File: src/rtl/fc_pkg.sv
package fc_pkg;
  localparam int DATA_W = 8;
  localparam int NCODES = 4;

  typedef enum logic [1:0] {
    CODE_XON1  = 2'd0,
    CODE_XON2  = 2'd1,
    CODE_XOFF1 = 2'd2,
    CODE_XOFF2 = 2'd3
  } code_idx_e;

  typedef struct packed {
    logic resume;
    logic halt;
    logic marker;
  } match_t;
endpackage

File: src/rtl/fc_char_match.sv
module fc_char_match
  import fc_pkg::*;
#(
  parameter int W = DATA_W
) (
  input  logic [W-1:0] rx_byte,
  input  logic [W-1:0] xon1,
  input  logic [W-1:0] xon2,
  input  logic [W-1:0] xoff1,
  input  logic [W-1:0] xoff2,
  input  logic         spec_char_en,
  output match_t       hit
);
  logic [W-1:0]      codes [NCODES];
  logic [NCODES-1:0] eq;

  assign codes[CODE_XON1]  = xon1;
  assign codes[CODE_XON2]  = xon2;
  assign codes[CODE_XOFF1] = xoff1;
  assign codes[CODE_XOFF2] = xoff2;

  for (genvar i = 0; i < NCODES; i++) begin : g_cmp
    assign eq[i] = (rx_byte == codes[i]);
  end

  always_comb begin
    hit.marker = spec_char_en & eq[CODE_XOFF2];
    hit.halt   = eq[CODE_XOFF1] | (eq[CODE_XOFF2] & ~spec_char_en);
    hit.resume = eq[CODE_XON1] | eq[CODE_XON2];
  end
endmodule

File: src/rtl/fc_tx_gate.sv
module fc_tx_gate (
  input  logic clk,
  input  logic rst,
  input  logic stop_req,
  input  logic tx_busy,
  input  logic tx_char_done,
  output logic tx_allow
);
  logic at_boundary;
  assign at_boundary = ~tx_busy | tx_char_done;

  always_ff @(posedge clk) begin
    if (rst)
      tx_allow <= 1'b1;
    else if (!stop_req)
      tx_allow <= 1'b1;
    else if (at_boundary)
      tx_allow <= 1'b0;
  end
endmodule

File: src/rtl/fc_rx_level.sv
module fc_rx_level #(
  parameter int CNT_W = 6
) (
  input  logic             clk,
  input  logic             rst,
  input  logic             auto_rts_en,
  input  logic             sw_flow_en,
  input  logic [CNT_W-1:0] rx_count,
  input  logic [CNT_W-1:0] rx_trigger,
  output logic             rts_ready,
  output logic             send_xon,
  output logic             send_xoff
);
  logic [CNT_W-1:0] resume_lvl;
  logic             above, below, paused_far;

  assign resume_lvl = rx_trigger >> 1;
  assign above      = (rx_count >= rx_trigger);
  assign below      = (rx_count < resume_lvl);

  always_ff @(posedge clk) begin
    if (rst) begin
      rts_ready <= 1'b1;
    end else if (!auto_rts_en) begin
      rts_ready <= 1'b1;
    end else if (above) begin
      rts_ready <= 1'b0;
    end else if (below) begin
      rts_ready <= 1'b1;
    end
  end

  always_ff @(posedge clk) begin
    if (rst || !sw_flow_en) begin
      paused_far <= 1'b0;
      send_xon   <= 1'b0;
      send_xoff  <= 1'b0;
    end else begin
      send_xon  <= 1'b0;
      send_xoff <= 1'b0;
      if (!paused_far && above) begin
        send_xoff  <= 1'b1;
        paused_far <= 1'b1;
      end else if (paused_far && below) begin
        send_xon   <= 1'b1;
        paused_far <= 1'b0;
      end
    end
  end
endmodule

File: src/rtl/flow_ctl.sv
module flow_ctl
  import fc_pkg::*;
#(
  parameter int W     = DATA_W,
  parameter int CNT_W = 6
) (
  input  logic             clk,
  input  logic             rst,
  input  logic             auto_rts_en,
  input  logic             auto_cts_en,
  input  logic             sw_flow_en,
  input  logic             spec_char_en,
  input  logic             cts_int_en,
  input  logic [W-1:0]     xon1,
  input  logic [W-1:0]     xon2,
  input  logic [W-1:0]     xoff1,
  input  logic [W-1:0]     xoff2,
  input  logic [W-1:0]     rx_byte,
  input  logic             rx_valid,
  input  logic [CNT_W-1:0] rx_count,
  input  logic [CNT_W-1:0] rx_trigger,
  input  logic             tx_busy,
  input  logic             tx_char_done,
  input  logic             cts_n,
  output logic             tx_allow,
  output logic             rts_ready,
  output logic             send_xon,
  output logic             send_xoff,
  output logic             rx_store,
  output logic [W-1:0]     rx_store_data,
  output logic             cts_irq,
  output logic             spec_irq
);
  match_t hit;
  logic   halt_held, halt_next, stop_req, cts_q, consume;

  fc_char_match #(.W(W)) u_match (
    .rx_byte(rx_byte), .xon1(xon1), .xon2(xon2), .xoff1(xoff1),
    .xoff2(xoff2), .spec_char_en(spec_char_en), .hit(hit)
  );

  always_comb begin
    halt_next = halt_held;
    if (!sw_flow_en)
      halt_next = 1'b0;
    else if (rx_valid && hit.halt)
      halt_next = 1'b1;
    else if (rx_valid && hit.resume)
      halt_next = 1'b0;
  end

  assign consume  = sw_flow_en & (hit.halt | hit.resume);
  assign stop_req = (auto_cts_en & cts_n) | halt_next;

  always_ff @(posedge clk) begin
    if (rst) begin
      halt_held     <= 1'b0;
      cts_q         <= 1'b0;
      cts_irq       <= 1'b0;
      spec_irq      <= 1'b0;
      rx_store      <= 1'b0;
      rx_store_data <= '0;
    end else begin
      halt_held <= halt_next;
      cts_q     <= cts_n;
      cts_irq   <= cts_int_en & cts_n & ~cts_q;
      spec_irq  <= rx_valid & hit.marker;
      rx_store  <= rx_valid & ~consume;
      if (rx_valid)
        rx_store_data <= rx_byte;
    end
  end

  fc_tx_gate u_gate (
    .clk(clk), .rst(rst), .stop_req(stop_req), .tx_busy(tx_busy),
    .tx_char_done(tx_char_done), .tx_allow(tx_allow)
  );

  fc_rx_level #(.CNT_W(CNT_W)) u_level (
    .clk(clk), .rst(rst), .auto_rts_en(auto_rts_en), .sw_flow_en(sw_flow_en),
    .rx_count(rx_count), .rx_trigger(rx_trigger), .rts_ready(rts_ready),
    .send_xon(send_xon), .send_xoff(send_xoff)
  );
endmodule

File: config.mk
export PLATFORM = sky130hd
export DESIGN_NAME = flow_ctl
export DESIGN_NICKNAME = d
export VERILOG_FILES = /design/src/rtl/fc_pkg.sv /design/src/rtl/fc_char_match.sv /design/src/rtl/fc_tx_gate.sv /design/src/rtl/fc_rx_level.sv /design/src/rtl/flow_ctl.sv
export SDC_FILE = /design/constraint.sdc
export NUM_CORES = 1
export LEC_CHECK = 0
export ABC_CLOCK_PERIOD_IN_PS = 1600
export CAP_MARGIN = 20
export CORE_MARGIN = 1
export CORE_UTILIZATION = 30
export CTS_CLUSTER_DIAMETER = 40
export DETAILED_ROUTE_END_ITERATION = 8
export PLACE_DENSITY_LB_ADDON = 0.2
export SLEW_MARGIN = 20
export SYNTH_ARGS = -nofsm -noshare
export SYNTH_HDL_FRONTEND = slang
export SYNTH_HIERARCHICAL = 1
export SYNTH_SLANG_ARGS = --single-unit
File: constraint.sdc
create_clock -name clk -period 1.6 [get_ports clk]
set_clock_uncertainty 0.05 [all_clocks]
set_input_delay 0.32 -clock clk [delete_from_list [all_inputs] [get_ports clk]]
set_output_delay 0.32 -clock clk [all_outputs]
set_load 0.02 [all_outputs]
==> out/results.tsv <==
metric	value	unit
outcome	completed	
yosysWarningCount	6	
finalCriticalPeriod	1570	ps
drtAntennaViolNets	0	
finalHoldViolCount	0	
critPathLaunchType	flip-flop	
cp_slowest_cell	clkdlybuf4s50_1	
seqPwrFrac	36.2	%
detailroute.via_count	1311	
final_nets	303	
port_buffers	77	
detailedPlacementHpwl	3170	um
drive_gt1_share	26.2	%
max_slew_margin	79.7	%
die_h	66.5	um
routed_wl	3880	um
layout_worst_path_cycle_share	98.2	%
power.combinational.fraction	37.0	%
ys_ff_latch	18	
cpLargestDelayFamily	buffers and inverters	
clk_root_buffer_cell	clkbuf_8	
timing_worst_slew_pin_value	302	ps
chipWidth	66.5	um
post-synth-top-area-fraction	28.9	%
gpl.final_weighted_congestion	0.742	
firstDrtPassIters	4	
power_switching_share	26.3	%
path_class	flip-flop to output port	
netlist_area_pre_place	1250	um2
number_of_buffer_and_inverter_instances_along_the_worst_setup_path	1	
initial_core_util	31.2	%
cts.reportedPaths.clkPinSlew	70	ps
layout_area_growth_over_synthesis	88.8	%
grt_first_pass_wirelength	5870	um
slew_viol_final	0	
grt-ovfl-total	0	
syn-mean-instance-area	9.44	um2
clkLatencyLatePin	240	ps
tritoncts_clock_tree	done	
sum_of_negative_setup_slack	0	ps
post_synth_num_cell_types	34	
clockBufferDepth	2	
mappedNetlistNets	205	
leakagePower	1.05	nW
pwr-share-clk	26.9	%
design.die.area	4420	um2
setup_viol_count_final	0	
worstPathMaxFanout	2	
critical_path_at	1200	ps
drt_drc_violations_left	0	
holdBufCountCts	0	
critical_path_cell_by_cell	clkdlybuf4s50_1	
area_taken_by_multi_input_logic_gates	958	um2
drt_iter0_drc	20	
asyncSetResetFlopFracSynth	0	%
post_drt_via_cell_ratio	4.70	
ys_seq_area_share	28.9	%
area_of_all_sequential_standard_cells	360	um2
fillCellCount	345	
first_global_vias	1317	
leading_post_synthesis_cells_by_cell_area	dfxtp_1, xnor2_1, ha_1	
rsz_0062_raised_after_global_routing	yes	
max_cap_violations	0	
htree_num_levels	1	
grt_start_max_net_pins	11	
area_inside_the_core_boundary	4000	um2
floorplan.io_pins	78	
critPathMaxStageDelay	610	ps
final_core_utilization	58.8	%
timing.critical_path.to_type	output port	
cts.sink_count	18	
grtUsageTotal	17.8	%
postSynth.topFlopCell	dfxtp_1	
final_worst_hold_slack	409	ps
placement_rows	23	
netlist_instances	132	
final_power	0.00133	W
internal-power	0.000978	W
yosys.cell_count.top_type	xnor2_1	
antenna_cells	0	
max_clock_freq	0.636	GHz
wl_per_cell	13.9	um
synth_top_cell_by_area	dfxtp_1	
cts_buffers	3	
grt_antenna_before_repair	0	
power_switching	0.000348	W
critPathRequiredTime	1230	ps
kind_of_path_behind_the_tightest_hold_check	input pin to flip-flop	
power.density	564	nW/um2
synth_top_cells_by_count	xnor2_1, dfxtp_1, ha_1	
vdd.ir_drop.worst	331	uV
synth_enable_flop_cells	0	
## metal layers
layer / wire length (um) / track usage [%] / vias to the layer above
met3: 245 / 3.25 / 8
met5: 0 / 0 / -
met4: 106 / 7.45 / 0
li1: - / - / 658
met2: 2040 / 34.9 / 52
met1: 1490 / 18.1 / 593
## registers in the layout, indices dropped and copies added, names as in the netlist
signal / flops
cts_irq: 1
cts_q: 1
halt_held: 1
rx_store: 1
rx_store_data: 8
spec_irq: 1
u_gate/tx_allow: 1
u_level/paused_far: 1
u_level/rts_ready: 1
u_level/send_xoff: 1
u_level/send_xon: 1
## kinds of logic after synthesis
logic type,after synthesis,share of synthesized area [%]
buffers and inverters,10,3.71
AOI/OAI and AO/OA,18,10.9
adders and majority gates,10,10.0
DFF,18,28.9
and+or+nand+nor,36,17.5
xor gates and xnor gates,32,22.5
muxes,8,6.43
## worst register-to-register path, delay by kind of cell (launching register included)
| kind | cells | cell delay [ps] |
|---|---|---|
| flops | 1 | 330 |
| compound gates | 2 | 430 |
## area by class of cell
| type | instances | share of cell area [%] |
|---|---|---|
| tap | 50 | 2.66 |
| sequential | 18 | 15.3 |
| multi-input combinational | 104 | 40.7 |
| clock buffer | 4 | 2.34 |
| timing repair buffer | 95 | 37.7 |
| inverter | 8 | 1.28 |
## path summary, 6_finish.rpt
check	start	endpoint	slack [ps]	cells after the start
setup / recovery	u_level/rts_ready$_SDFFE_PP1P_	rts_ready	30	1
hold / removal	rx_byte[0]	rx_store_data[0]$_SDFFE_PP0P_	410	4
setup reg to reg	halt_held$_SDFF_PP0_	halt_held$_SDFF_PP0_	720	2
hold reg to reg	rx_store_data[0]$_SDFFE_PP0P_	rx_store_data[0]$_SDFFE_PP0P_	440	2
## power by group through the flow
stage	clock network, W	registers (W)	logic, W
after floorplan	0	0.000512	0.000160
after global placement	0	0.000489	0.000456
after detailed placement	0	0.000490	0.000470
after CTS	0.000368	0.000480	0.000485
after global routing	0.000387	0.000482	0.000530
final	0.000357	0.000480	0.000490
## timing repair
item / in CTS / in global routing
resized for setup: 54 / 29
endpoints found under the setup margin: 8 / 9
pin swaps: 17 / 19
setup buffers: 0 / 1
## layout by cell type, fill, tap and decap left out, types with 2 or more instances in the layout
cell type	count
dlygate4sd2_1	6
xnor2_1	24
dlymetal6s2s_1	8
clkdlybuf4s15_1	6
ha_1	4
nor4_2	2
and3b_2	2
dfxtp_1	18
o22ai_2	2
nand2_1	4
inv_2	4
nand3_1	2
ha_4	5
mux2i_1	8
a211oi_2	2
xor2_1	7
clkdlybuf4s50_1	46
nor2b_1	3
buf_4	16
inv_1	4
nor2_1	8
o21ai_0	2
nand4_1	6
nand3b_1	2
clkbuf_8	4
clkbuf_2	7
buf_6	2
a21o_1	3
buf_2	3
## through the flow
| step | cells | cell area (um2) | setup WS, ps |
|---|---|---|---|
| after global placement | 274 | 2200 | -569 |
| after CTS | 278 | 2330 | 1.22 |
| final | 279 | 2350 | 28.4 |
| after global routing | 279 | 2350 | -13.6 |
| after detailed placement | 274 | 2200 | -618 |
| after floorplan | 132 | 1250 | 86.3 |
Note: power is estimated with default switching activity, not from simulation.
